`src/rtl/smb_cfg_slave.sv`:
```
module smb_cfg_slave #(
  parameter int NREG = 7,
  parameter logic [6:0] DEV = 7'h69,
  parameter logic [NREG*8-1:0] RST_VAL = 56'h77665544332211
) (
  input  logic              clk,
  input  logic              rst_n,
  input  logic              scl_i,
  input  logic              sda_i,
  output logic              sda_oe,
  output logic [NREG*8-1:0] cfg_o
);
  localparam int IW = $clog2(NREG + 3);
  localparam logic [IW-1:0] WLIM = IW'(NREG + 2);
  localparam logic [IW-1:0] RLIM = IW'(NREG);

  typedef enum logic [2:0] {IDLE, RX, ACK, TX, RACK} st_t;

  logic [2:0] scl_q, sda_q;
  logic scl_s, sda_s, scl_p, sda_p;
  logic start_det, stop_det, scl_rise, scl_fall;
  st_t st;
  logic addr_ph, rd, nack;
  logic [3:0] cnt;
  logic [7:0] sr, txsr, rdata;
  logic [IW-1:0] widx, ridx, wsel;
  logic wen;
  logic [7:0] regs [NREG];

  always_ff @(posedge clk or negedge rst_n)
    if (!rst_n) begin
      scl_q <= 3'b111;
      sda_q <= 3'b111;
    end else begin
      scl_q <= {scl_q[1:0], scl_i};
      sda_q <= {sda_q[1:0], sda_i};
    end

  assign scl_s = scl_q[1];
  assign scl_p = scl_q[2];
  assign sda_s = sda_q[1];
  assign sda_p = sda_q[2];
  assign start_det = scl_s && scl_p && sda_p && !sda_s;
  assign stop_det  = scl_s && scl_p && !sda_p && sda_s;
  assign scl_rise  = scl_s && !scl_p;
  assign scl_fall  = !scl_s && scl_p;

  assign wsel = widx - IW'(2);
  assign wen  = !start_det && !stop_det && st == RX && scl_fall && cnt == 4'd8 &&
                !addr_ph && widx >= IW'(2) && widx < WLIM;

  always_ff @(posedge clk or negedge rst_n)
    if (!rst_n) begin
      st      <= IDLE;
      addr_ph <= 1'b0;
      rd      <= 1'b0;
      nack    <= 1'b1;
      cnt     <= '0;
      sr      <= '0;
      txsr    <= 8'hFF;
      widx    <= '0;
      ridx    <= '0;
    end else if (start_det) begin
      st      <= RX;
      addr_ph <= 1'b1;
      rd      <= 1'b0;
      cnt     <= '0;
      widx    <= '0;
      ridx    <= '0;
    end else if (stop_det) begin
      st <= IDLE;
    end else begin
      case (st)
        RX: begin
          if (scl_rise) begin
            sr  <= {sr[6:0], sda_s};
            cnt <= cnt + 4'd1;
          end else if (scl_fall && cnt == 4'd8) begin
            if (addr_ph) begin
              addr_ph <= 1'b0;
              if (sr[7:1] == DEV) begin
                st <= ACK;
                rd <= sr[0];
              end else begin
                st <= IDLE;
              end
            end else begin
              st <= ACK;
              if (widx < WLIM) widx <= widx + IW'(1);
            end
          end
        end
        ACK: begin
          if (scl_fall) begin
            cnt <= '0;
            if (rd) begin
              st   <= TX;
              txsr <= 8'(NREG);
              ridx <= '0;
            end else begin
              st <= RX;
            end
          end
        end
        TX: begin
          if (scl_fall) begin
            if (cnt == 4'd7) begin
              st <= RACK;
            end else begin
              txsr <= {txsr[6:0], 1'b1};
              cnt  <= cnt + 4'd1;
            end
          end
        end
        RACK: begin
          if (scl_rise) begin
            nack <= sda_s;
          end else if (scl_fall) begin
            if (nack || ridx >= RLIM) begin
              st <= IDLE;
            end else begin
              st   <= TX;
              txsr <= rdata;
              ridx <= ridx + IW'(1);
              cnt  <= '0;
            end
          end
        end
        default: st <= IDLE;
      endcase
    end

  always_ff @(posedge clk or negedge rst_n)
    if (!rst_n) begin
      for (int i = 0; i < NREG; i++) regs[i] <= RST_VAL[8*i +: 8];
    end else if (wen) begin
      for (int i = 0; i < NREG; i++)
        if (wsel == IW'(i)) regs[i] <= sr;
    end

  always_comb begin
    rdata = 8'hFF;
    for (int i = 0; i < NREG; i++)
      if (ridx == IW'(i)) rdata = regs[i];
  end

  for (genvar g = 0; g < NREG; g++) begin : g_out
    assign cfg_o[8*g +: 8] = regs[g];
  end

  assign sda_oe = (st == ACK) || (st == TX && !txsr[7]);

endmodule


```
`config.mk`:
```
export PLATFORM = sky130hd
export DESIGN_NAME = smb_cfg_slave
export DESIGN_NICKNAME = d
export VERILOG_FILES = /design/src/rtl/smb_cfg_slave.sv
export SDC_FILE = /design/constraint.sdc
export NUM_CORES = 1
export LEC_CHECK = 0
export BUFFER_PORTS_ARGS = -buffer_cell sky130_fd_sc_hd__buf_4
export CAP_MARGIN = 20
export CORE_MARGIN = 2
export CORE_UTILIZATION = 30
export CTS_CLUSTER_DIAMETER = 40
export DETAILED_ROUTE_END_ITERATION = 7
export SETUP_SLACK_MARGIN = 0.4
export SYNTH_ARGS = -nofsm -noshare
export SYNTH_HDL_FRONTEND = slang
export SYNTH_SLANG_ARGS = --single-unit
```
`constraint.sdc`:
```
create_clock -name clk -period 2.6 [get_ports clk]
set_input_delay 0.39 -clock clk [delete_from_list [all_inputs] [get_ports clk]]
set_output_delay 0.39 -clock clk [all_outputs]
set_load 0.05 [all_outputs]
```
==> out/summary.json <==
{
  "reg2reg_depth": {"value": 7},
  "layout_worst_path_cycle_share": {"value": 82.3, "unit": "%"},
  "crit_path_max_fanout": {"value": 8},
  "fmaxAchievable": {"value": 467, "unit": "MHz"},
  "port_buffers": {"value": 60},
  "finalNetCount": {"value": 529},
  "ir_worst_vdd": {"value": 283, "unit": "uV"},
  "cp_endpoint_kind": {"value": "flip-flop"},
  "worst_r2r_start": {"value": "widx[0]"},
  "setup_ws": {"value": 0.460, "unit": "ns"},
  "die-area": {"value": 17700, "unit": "um2"},
  "core": {"value": 16500, "unit": "um2"},
  "drt-initial-drc-count": {"value": 204},
  "grt_remaining_overflow": {"value": 0},
  "leakagePower": {"value": 2.81, "unit": "nW"},
  "rsz0062_at_grt": {"value": "true"},
  "yosys_warnings": {"value": 0},
  "ctsHtreeMaxLevel": {"value": 3},
  "synth.net_count": {"value": 461},
  "final-setup-viol-count": {"value": 0},
  "synth_cells": {"value": 444},
  "pwr_cell_area": {"value": 518, "unit": "nW/um2"},
  "min_path_type": {"value": "primary input to asynchronous set/reset pin"},
  "critPathLaunchType": {"value": "flip-flop"},
  "ff2ff_setup_slack": {"value": 0.46, "unit": "ns"},
  "final_hold_viol_count": {"value": 0},
  "cts.sinks": {"value": 96},
  "grt_pass1_vias": {"value": 3775},
  "num_cts_buffers": {"value": 9},
  "synthDistinctLibCells": {"value": 61},
  "drive_gt1_share": {"value": 45.1, "unit": "%"},
  "detailedPlace.worstSlack": {"value": 0.192, "unit": "ns"},
  "drcViolationCount": {"value": 0},
  "met2_usage": {"value": 26.0, "unit": "%"},
  "final.setup_skew": {"value": 0.00975, "unit": "ns"},
  "worstPathRequired": {"value": 2.82, "unit": "ns"},
  "ys_dominant_reg_cell": {"value": "sky130_fd_sc_hd__dfrtp_1"},
  "layout.cells.most_common": {"value": "sky130_fd_sc_hd__buf_4"},
  "layout_min_cycle_time": {"value": 2.14, "unit": "ns"},
  "synth.cell_area": {"value": 5000, "unit": "um2"},
  "grt_start_max_net_pins": {"value": 47},
  "maxCapViolations": {"value": 0},
  "syn_to_final_growth": {"value": 24.8, "unit": "%"},
  "clk_path_buf_depth": {"value": 2},
  "timing.slew.headroom": {"value": 60.1, "unit": "%"},
  "syn-mean-instance-area": {"value": 11.3, "unit": "um2"},
  "antenna_left": {"value": 0},
  "clock-root-buffer": {"value": "sky130_fd_sc_hd__clkbuf_16"},
  "fp-row-count": {"value": 47},
  "worstReg2RegEnd": {"value": "cfg_o[40]"},
  "grt_most_used_layer": {"value": "met2"},
  "layout.cells.most_common_list": {"value": "79 x sky130_fd_sc_hd__buf_4, 67 x sky130_fd_sc_hd__mux2_2, 56 x sky130_fd_sc_hd__dfrtp_1"},
  "tritoncts": {"value": "yes"},
  "share_of_the_yosys_chip_area_belonging_to_registers": {"value": 49.0, "unit": "%"},
  "use_met1": {"value": 21.0, "unit": "%"},
  "n_fill_cell": {"value": 1644},
  "tns": {"value": 0, "unit": "ns"},
  "initial_utilization": {"value": 30.4, "unit": "%"},
  "critPathKind": {"value": "flip-flop to flip-flop"},
  "routed_wirelength": {"value": 13700, "unit": "um"},
  "via_count": {"value": 3839},
  "sequential_cell_area": {"value": 2450, "unit": "um2"},
  "ys_async_sr_fraction": {"value": 100, "unit": "%"},
  "gr-usage-all-layers": {"value": 15.5, "unit": "%"},
  "met3_usage": {"value": 2.74, "unit": "%"},
  "worst-endpoint-arrival": {"value": 2.36, "unit": "ns"},
  "grt_antenna_before_repair": {"value": 0},
  "clk_pin_slew": {"value": 0.07, "unit": "ns"},
  "run_status": {"value": "complete, no violations"},
  "final-max-slew-violation-count": {"value": 0},
  "routed_via_density": {"value": 5.21},
  "ys_seq_elements": {"value": 96},
  "gp_routability_congestion": {"value": 0.833},
  "timing_worst_slew_pin_value": {"value": 0.598, "unit": "ns"},
  "finalInstanceArea": {"value": 6250, "unit": "um2"},
  "drt-pass1-iter-count": {"value": 5},
  "clk_latency": {"value": 0.35, "unit": "ns"},
  "diode_count": {"value": 0},
  "dp.final_hpwl": {"value": 9830, "unit": "um"},
  "dieWidth": {"value": 133, "unit": "um"},
  "grt_first_pass_wirelength": {"value": 21400, "unit": "um"},
  "post_drt_wl_per_cell": {"value": 18.6, "unit": "um"},
  "io-pin-count": {"value": 61},
  "post_synth_edffs": {"value": 0},
  "multi_input_comb_area": {"value": 2480, "unit": "um2"},
  "fp.dieH": {"value": 133, "unit": "um"},
  "utilization": {"value": 37.9, "unit": "%"},
  "placement.cell_area": {"value": 5750, "unit": "um2"}
}
-- Yosys cell counts (all sizes together), types with 3 or more instances --
library cell | n | share of area, %
buf | 9 | 0.87
a21oi | 23 | 2.3
and3 | 3 | 0.40
a221oi | 5 | 0.87
nand3b | 3 | 0.45
mux2 | 69 | 16
o22ai | 5 | 0.63
nand4b | 4 | 0.70
nor3 | 6 | 0.70
nor4 | 3 | 0.38
or3b | 4 | 0.70
o22a | 4 | 0.70
ha | 13 | 3.3
inv | 16 | 1.2
o21ai | 6 | 0.60
dfrtp | 57 | 29
a31oi | 8 | 1.0
nor2 | 23 | 1.7
and2 | 4 | 0.50
o221ai | 8 | 1.4
nand2 | 42 | 3.1
nor2b | 10 | 1.3
dfstp | 39 | 20
and4b | 4 | 0.83
clkbuf | 18 | 1.4
o2111ai | 3 | 0.53
nand2b | 7 | 0.87
nor3b | 8 | 2.1
nand3 | 6 | 0.90
mux2i | 3 | 0.60
-- layout make-up --
cell class	instances	share of cell area (%)
Inverter	16	1.04
Timing Repair Buffer	84	11.1
Sequential cell	96	39.3
Tap cell	220	4.41
Multi-Input combinational cell	305	39.8
Clock buffer	12	3.95
Clock inverter	4	0.481
-- flip-flops by register name, indices dropped and copies added (netlist names), 3 cells and up --
name	cells
txsr	8
sda_q	3
scl_q	3
st	3
widx	4
sr	8
cfg_o	56
ridx	4
cnt	4
-- worst max-delay path, cell delays in order (launching register included) --
cell	delay [ns]
sky130_fd_sc_hd__dfrtp_1	0.41
sky130_fd_sc_hd__inv_4	0.08
sky130_fd_sc_hd__ha_4	0.18
sky130_fd_sc_hd__nor3_1	0.35
sky130_fd_sc_hd__o31ai_4	0.10
sky130_fd_sc_hd__and4b_2	0.32
sky130_fd_sc_hd__nand3_4	0.20
sky130_fd_sc_hd__mux2_2	0.36
-- where the power goes --
group	switching [mW]	leakage (nW)	internal (mW)	total, mW
sequential	0.0824	1.19	1.55	1.63
combinational	0.182	1.49	0.152	0.334
clock	0.587	0.133	0.680	1.27
-- stage by stage --
step,power [mW],hold slack [ns],std cells
floorplan,1.83,0.0944,444
global placement,1.93,0.348,712
detailed placement,1.94,0.352,712
CTS,3.23,0.0695,735
global route,3.37,0.0822,737
finish,3.24,0.0467,737
-- cells by family after synthesis --
family,synth area share (%)
flops,49.0
compound gates,11.3
mux,16.1
simple gates,16.2
buf+inv,3.45
fa+ha+maj,3.25
xor+xnor,0.700
-- how the worst max path moves through the flow --
| stage | cells past startpoint | endpoint | from |
|---|---|---|---|
| floorplan | 7 | cfg_o[1] | widx[0] |
| global placement | 5 | cfg_o[5] | sda_q[1] |
| detailed placement | 5 | cfg_o[5] | sda_q[1] |
| CTS | 7 | cnt[2] | st[0] |
| global route | 7 | cfg_o[40] | widx[0] |
| finish | 7 | cfg_o[40] | widx[0] |
-- what timing repair did --
| item | CTS | global route |
|---|---|---|
| pin swaps | 7 | 5 |
| setup endpoints to repair | 61 | 50 |
| resized for setup | 11 | 12 |
| hold buffers | 0 | 0 |
| buffers inserted | 7 | 2 |
-- metal layers --
metal  share of wire, %  routed length, um
met2                 49               6710
met3                4.7                638
met4                1.4                196
met5                  0                  0
met1                 45               6140
Power figures use the tool's default switching activity.
